<file path="config.mk">
export PLATFORM = sky130hd
export DESIGN_NAME = dbuf_top
export DESIGN_NICKNAME = d
export VERILOG_FILES = /design/src/rtl/dbuf_pkg.sv /design/src/rtl/dbuf_tx_shift.sv /design/src/rtl/dbuf_rx_fifo.sv /design/src/rtl/dbuf_flags.sv /design/src/rtl/dbuf_top.sv
export SDC_FILE = /design/constraint.sdc
export NUM_CORES = 1
export LEC_CHECK = 0
export BUFFER_PORTS_ARGS = -buffer_cell sky130_fd_sc_hd__buf_2
export CORE_MARGIN = 2
export CORE_UTILIZATION = 50
export DETAILED_ROUTE_END_ITERATION = 8
export PLACE_DENSITY = 0.74
export SLEW_MARGIN = 0
export SYNTH_ARGS = -nofsm -noshare
export SYNTH_HDL_FRONTEND = slang
export SYNTH_SLANG_ARGS = --single-unit
</file>
<file path="constraint.sdc">
create_clock -name clk -period 5.1 [get_ports clk]
set_input_delay 0.51 -clock clk [delete_from_list [all_inputs] [get_ports clk]]
set_output_delay 0.51 -clock clk [all_outputs]
set_load 0.02 [all_outputs]
</file>
<file path="src/rtl/dbuf_pkg.sv">
package dbuf_pkg;
  typedef enum logic [1:0] {
    WR_NONE,
    WR_BYTE,
    WR_WORD,
    WR_BAD
  } wr_kind_e;
endpackage

</file>
<file path="src/rtl/dbuf_tx_shift.sv">
module dbuf_tx_shift #(
  parameter int TX_CAP = 4,
  localparam int TCW = $clog2(TX_CAP + 1),
  localparam int SW  = TX_CAP * 8
) (
  input  logic           clk,
  input  logic           rst_n,
  input  logic           req_byte,
  input  logic           req_word,
  input  logic [15:0]    din,
  input  logic           pop,
  output logic           byte_ok,
  output logic           word_ok,
  output logic [TCW-1:0] cnt,
  output logic [7:0]     head
);
  logic [SW-1:0] store;

  assign byte_ok = req_byte && (int'(cnt) <= 2);
  assign word_ok = req_word && (int'(cnt) + 2 <= TX_CAP);

  always_ff @(posedge clk or negedge rst_n) begin
    if (!rst_n) begin
      store <= '0;
      cnt   <= '0;
    end else begin
      if (byte_ok)
        store <= {store[SW-9:0], din[7:0]};
      else if (word_ok)
        store <= {store[SW-17:0], din};
      cnt <= cnt + TCW'(byte_ok) + (word_ok ? TCW'(2) : TCW'(0)) - TCW'(pop);
    end
  end

  always_comb begin
    head = '0;
    for (int i = 0; i < TX_CAP; i++)
      if (cnt == TCW'(i + 1)) head = store[i*8 +: 8];
  end


  byte_drop_chk: assert property (@(posedge clk) disable iff (!rst_n)
    (req_byte && int'(cnt) > 2 && !pop) |=> (cnt == $past(cnt)));


  tx_hold_chk: assert property (@(posedge clk) disable iff (!rst_n)
    (cnt != 0 && !pop && !req_byte && !req_word) |=> (head == $past(head)));
endmodule

</file>
<file path="src/rtl/dbuf_rx_fifo.sv">
module dbuf_rx_fifo #(
  parameter int RX_CAP = 2,
  localparam int RCW = $clog2(RX_CAP + 1),
  localparam int FW  = RX_CAP * 8
) (
  input  logic           clk,
  input  logic           rst_n,
  input  logic           in_valid,
  output logic           in_ready,
  input  logic [7:0]     in_byte,
  input  logic           rd_req,
  output logic           rd_pop,
  output logic           push_acc,
  output logic [7:0]     head,
  output logic [RCW-1:0] cnt
);
  logic [FW-1:0]  flat, flat_nx;
  logic [RCW-1:0] wr_idx;

  assign in_ready = int'(cnt) < RX_CAP;
  assign push_acc = in_valid && in_ready;
  assign rd_pop   = rd_req && (cnt != 0);
  assign head     = flat[7:0];
  assign wr_idx   = cnt - RCW'(rd_pop);

  always_comb begin
    flat_nx = rd_pop ? (flat >> 8) : flat;
    for (int i = 0; i < RX_CAP; i++)
      if (push_acc && wr_idx == RCW'(i)) flat_nx[i*8 +: 8] = in_byte;
  end

  always_ff @(posedge clk or negedge rst_n) begin
    if (!rst_n) begin
      flat <= '0;
      cnt  <= '0;
    end else begin
      flat <= flat_nx;
      cnt  <= cnt + RCW'(push_acc) - RCW'(rd_pop);
    end
  end


  rx_cap_chk: assert property (@(posedge clk) disable iff (!rst_n)
    int'(cnt) <= RX_CAP);
endmodule

</file>
<file path="src/rtl/dbuf_flags.sv">
module dbuf_flags #(
  parameter int TCW = 3,
  parameter int RCW = 2
) (
  input  logic           clk,
  input  logic           rst_n,
  input  logic           byte_ok,
  input  logic           word_ok,
  input  logic [TCW-1:0] tx_cnt,
  input  logic           bad_byte,
  input  logic           data_access,
  input  logic           rd_pop,
  input  logic           rx_push,
  input  logic [RCW-1:0] rx_cnt,
  input  logic           mst_mode,
  input  logic           trx_mode,
  output logic           xudf_clr,
  output logic           xrdy_clr,
  output logic           rrdy_clr,
  output logic           ardy_set,
  output logic           acc_err,
  output logic           seq_kick
);
  logic accepted, over_two, emptied;

  assign accepted = byte_ok || word_ok;
  assign over_two = (byte_ok && int'(tx_cnt) + 1 > 2) ||
                    (word_ok && int'(tx_cnt) + 2 > 2);
  assign emptied  = rd_pop && (rx_cnt == RCW'(1)) && !rx_push;

  always_ff @(posedge clk or negedge rst_n) begin
    if (!rst_n) begin
      xudf_clr <= 1'b0;
      xrdy_clr <= 1'b0;
      rrdy_clr <= 1'b0;
      ardy_set <= 1'b0;
      acc_err  <= 1'b0;
      seq_kick <= 1'b0;
    end else begin
      xudf_clr <= accepted;
      xrdy_clr <= over_two;
      rrdy_clr <= emptied;
      ardy_set <= emptied && mst_mode && !trx_mode;
      acc_err  <= bad_byte;
      seq_kick <= data_access;
    end
  end
endmodule

</file>
<file path="src/rtl/dbuf_top.sv">
module dbuf_top #(
  parameter int              ADDR_W    = 6,
  parameter logic [ADDR_W-1:0] DATA_ADDR = 6'h1c,
  parameter int              TX_CAP    = 4,
  parameter int              RX_CAP    = 2
) (
  input  logic              clk,
  input  logic              rst_n,
  input  logic [ADDR_W-1:0] reg_addr,
  input  logic              reg_wr_en,
  input  logic              reg_wr_byte,
  input  logic [15:0]       reg_wr_data,
  input  logic              reg_rd_en,
  output logic [15:0]       reg_rd_data,
  input  logic              mst_mode,
  input  logic              trx_mode,
  output logic              tx_valid,
  input  logic              tx_ready,
  output logic [7:0]        tx_data,
  input  logic              rx_valid,
  output logic              rx_ready,
  input  logic [7:0]        rx_data,
  output logic              xudf_clr,
  output logic              xrdy_clr,
  output logic              rrdy_clr,
  output logic              ardy_set,
  output logic              acc_err,
  output logic              seq_kick
);
  import dbuf_pkg::*;

  localparam int TCW = $clog2(TX_CAP + 1);
  localparam int RCW = $clog2(RX_CAP + 1);

  wr_kind_e       wr_kind;
  logic           at_data, rd_hit, data_access;
  logic           byte_ok, word_ok, tx_pop, rd_pop, rx_push;
  logic [TCW-1:0] tx_cnt;
  logic [RCW-1:0] rx_cnt;
  logic [7:0]     rx_head;

  assign at_data = (reg_addr == DATA_ADDR);
  assign rd_hit  = reg_rd_en && at_data;

  always_comb begin
    wr_kind = WR_NONE;
    if (reg_wr_en) begin
      if (reg_wr_byte) wr_kind = at_data ? WR_BYTE : WR_BAD;
      else if (at_data) wr_kind = WR_WORD;
    end
  end

  assign data_access = rd_hit || (reg_wr_en && at_data);
  assign tx_valid    = (tx_cnt != 0);
  assign tx_pop      = tx_valid && tx_ready;

  dbuf_tx_shift #(.TX_CAP(TX_CAP)) u_tx (
    .clk(clk), .rst_n(rst_n),
    .req_byte(wr_kind == WR_BYTE), .req_word(wr_kind == WR_WORD),
    .din(reg_wr_data), .pop(tx_pop),
    .byte_ok(byte_ok), .word_ok(word_ok),
    .cnt(tx_cnt), .head(tx_data)
  );

  dbuf_rx_fifo #(.RX_CAP(RX_CAP)) u_rx (
    .clk(clk), .rst_n(rst_n),
    .in_valid(rx_valid), .in_ready(rx_ready), .in_byte(rx_data),
    .rd_req(rd_hit), .rd_pop(rd_pop), .push_acc(rx_push),
    .head(rx_head), .cnt(rx_cnt)
  );

  dbuf_flags #(.TCW(TCW), .RCW(RCW)) u_flags (
    .clk(clk), .rst_n(rst_n),
    .byte_ok(byte_ok), .word_ok(word_ok), .tx_cnt(tx_cnt),
    .bad_byte(wr_kind == WR_BAD), .data_access(data_access),
    .rd_pop(rd_pop), .rx_push(rx_push), .rx_cnt(rx_cnt),
    .mst_mode(mst_mode), .trx_mode(trx_mode),
    .xudf_clr(xudf_clr), .xrdy_clr(xrdy_clr), .rrdy_clr(rrdy_clr),
    .ardy_set(ardy_set), .acc_err(acc_err), .seq_kick(seq_kick)
  );

  always_ff @(posedge clk or negedge rst_n) begin
    if (!rst_n)
      reg_rd_data <= '0;
    else if (rd_hit)
      reg_rd_data <= rd_pop ? {8'h00, rx_head} : 16'h0000;
  end


  empty_read_chk: assert property (@(posedge clk) disable iff (!rst_n)
    (rd_hit && rx_cnt == 0) |=> (reg_rd_data == 16'h0000 && !rrdy_clr && !ardy_set));


  ardy_mode_chk: assert property (@(posedge clk) disable iff (!rst_n)
    ardy_set |-> ($past(mst_mode) && !$past(trx_mode) && rrdy_clr));


  kick_chk: assert property (@(posedge clk) disable iff (!rst_n)
    data_access |=> seq_kick);


  bad_write_chk: assert property (@(posedge clk) disable iff (!rst_n)
    (reg_wr_en && reg_wr_byte && !at_data && !tx_pop) |=> (acc_err && tx_cnt == $past(tx_cnt)));
endmodule

</file>
==> metrics.txt <==
area leader, netlist=dfrtp_1; peak supply drop=roughly 0.26 mV; die footprint=roughly 0.0075 mm²; hold buffer count at CTS=0; number of antenna violations at the first check in global routing=0; ranking of synthesized cells by instance count=nand2_1 (93), dfrtp_1 (67), nor2_1 (37); slowest stage cell on the critical path=nor2b_1; critical path arrival=roughly 2800 ps; areal power density over the cells=between 500 and 600 mW/mm²; average cell area after synthesis=about 9.0 µm²; cell area after synthesis=around 0.0034 mm²; TritonCTS clock tree=done; utilization after layout=between 50% and 60%; Initial Utilization=51.10%; post-cts sizing count=0; post-route worst setup slack=around 1800 ps; IO buf count=between 60 and 70; clock slew seen by the registers of the worst setup and hold paths=~70 ps; total number of H-tree levels=3; Max Cap Violations=0; maximum fanout along the worst path=17; Unique masters post-synth=36; WS Path Type=reg2out; sequential cell area fraction in the yosys report=48.83%; final routed wire length divided by cell count=roughly 14 µm; biggest area contributors in the synthesized netlist=dfrtp_1 (49%), nand2_1 (10%), a31oi_1 (5.8%), nor2_1 (4.0%), ha_1 (4.0%); worst clock skew on the final layout=8.345 ps; Worst-Margin Slew=between 900 and 1000 ps; GP Congestion=about 0.76; DRC violations left=0; max-slew headroom at the worst pin=a little under two fifths; delay contributed by the slowest stage of the critical path=approximately 650 ps; element type at the critical path start=flop; final setup violation count=0; Fmax achieved=305.5 MHz; unrepaired setup endpoints after global routing=no; cell count after synthesis=380; Die Span X=86.87 µm; Vias per Instance=roughly 5.5; shortest clock period the worst path allows after layout=about 3300 ps; layout-stage area growth over the synthesis result=14.21%; standard-cell rows=30; CORE AREA=roughly 0.0067 mm²; Required @ worst endpoint=between 4000 and 5000 ps; Synth warnings=0; GRT Overall Usage=roughly a fifth; gr ovfl total=0; LEAKAGE=roughly 1.9 nW; final count of pins violating max slew=0; dominant register cell in the synthesized netlist=dfrtp_1; top cell type's share of synthesized area=around half; layout cells sized above 1=21.38%; placed wire-length estimate=approximately 5 mm; number of global-route vias before repair=between 2000 and 3000; clock latency reported for the late side of the worst-skew pair=around 330 ps; Final ANT Viol Nets=0; IO Count=about 70; largest net degree at the start of global routing=slightly below 70; Post-Route Hold Slack=roughly 330 ps; Storage cell area=about 0.0017 mm²; CP cell instances=inv_1 -> ha_1 -> nor2b_1 -> a22oi_1 -> o21ai_0 -> buf_2; deepest clock path buffer count=2; Final TNS setup=0 ps; Inserted Clock Buffers=9; Crit path max-delay family=simple AND/OR/NAND/NOR gates; Detailed Routing Iterations Pass 1=4; number of sinks on the clock net=67; final clock period utilization by the worst path=approximately 64%; routed vias=between 2000 and 3000; Worst Path Buf+Inv=2; outcome=finished, final reports clean; overall routed net length=between 7 and 8 mm; NumNets Final=around 480; wire length of the first global-routing pass=12.21 mm; number of enable flip-flop cells after synthesis=0; number of buffers inserted to repair setup after CTS=0; number of filler cells placed in the layout=about 590; sort of element at the end of the critical path=primary output; root buffer selected by CTS=clkbuf_8; flip-flop and latch count after synthesis=67; number of hold violations in the final report=0; fraction of synthesis flops using an asynchronous set or reset pin=100.0%; class of the tightest hold or removal check=in2reg; Detailed Route Iter0 Violations=201; multi-input gate area in the final layout=between 0.0015 and 0.002 mm²; worst setup timing slack at the placement stage=1772 ps; Die Y-Extent=86.87 µm; number of inserted diodes=0; cell with the most instances after synthesis=nand2_1
==> where the power goes <==
group          switching (W)  total, W  internal [W]
combinational       0.000397  0.000656      0.000260
sequential          0.000147  0.000844      0.000697
clock               0.000196  0.000468      0.000272
total               0.000740   0.00197       0.00123
==> state kept, by name, indices dropped and copies added (netlist names) <==
name / cells
u_flags.acc_err: 1
u_rx.cnt: 2
u_flags.ardy_set: 1
u_tx.store: 32
u_rx.flat: 16
u_flags.xudf_clr: 1
u_tx.cnt: 3
u_flags.rrdy_clr: 1
u_flags.xrdy_clr: 1
u_flags.seq_kick: 1
reg_rd_data: 8
==> cell families after synthesis <==
family          share of synthesized area [%]
compound gates                          14.72
xor+xnor                                1.275
fa+ha+maj                               4.592
buf+inv                                 6.669
flops                                   48.83
mux                                     2.624
other cells                            0.1092
simple gates                            21.17
==> metal layers <==
metal	wire length, µm	global-route usage, %	vias to the layer above
met2	3530	31.78	87
li1	-	-	1382
met4	115	8.523	0
met5	0	0	-
met3	359	3.981	12
met1	3356	28.32	1351
==> placed cells by master, fill, tap and decap left out, drive strengths merged, types with 2 or more instances in the layout <==
cell and instances:
a21oi 19, nand2 93, clkinv 5, nand2b 4
clkbuf 10, or3 2, nor3 3, nor2 37
nand3 9, a22o 8, a31oi 32, a22oi 8
buf 65, conb 8, o21ai 10, mux2 8
ha 11, nand3b 8, inv 9, bufinv 2
o21a 2, xnor2 5, dfrtp 67
==> worst register-to-register path, stage by stage, from the launching register on <==
cell and delay (ps):
dfrtp_1 480, inv_1 120, ha_1 500, o21a_1 800, nand3_1 170, nand2b_1 120
ha_1 140, inv_1 50, fa_1 380, xnor2_1 180, xnor2_1 130
==> area by class of cell <==
class                      instances  share of cell area, %
multi-input combinational        277                  39.92
clock buffer                      10                  3.255
inverter                          10                 0.9892
sequential                        67                  42.76
tap                               80                  2.553
timing repair buffer              65                  8.488
clock inverter                     6                  2.042
==> worst paths after layout <==
kind                                   start               end  slack [ps]  cells past startpoint
worst max-delay path             u_tx.cnt[2]        tx_data[2]        1830                      6
worst min register to register  u_rx.flat[0]    reg_rd_data[0]         490                      1
min in group asynchronous              rst_n       u_tx.cnt[2]         360                      2
worst max register to register   u_tx.cnt[0]       u_tx.cnt[2]        1970                     10
worst min-delay path                trx_mode  u_flags.ardy_set         330                      2
max in group asynchronous              rst_n      u_rx.flat[8]        4190                      2
==> through the flow <==
stage          total power (W)  instances  cell area [µm²]
2_1_floorplan         0.001316        387             3460
3_3_place_gp          0.001485        499             3714
3_5_place_dp          0.001509        499             3714
4_1_cts               0.001983        515             3921
5_1_grt               0.002112        515             3921
6_report              0.001969        515             3921
(Power assumes the default switching activity.)
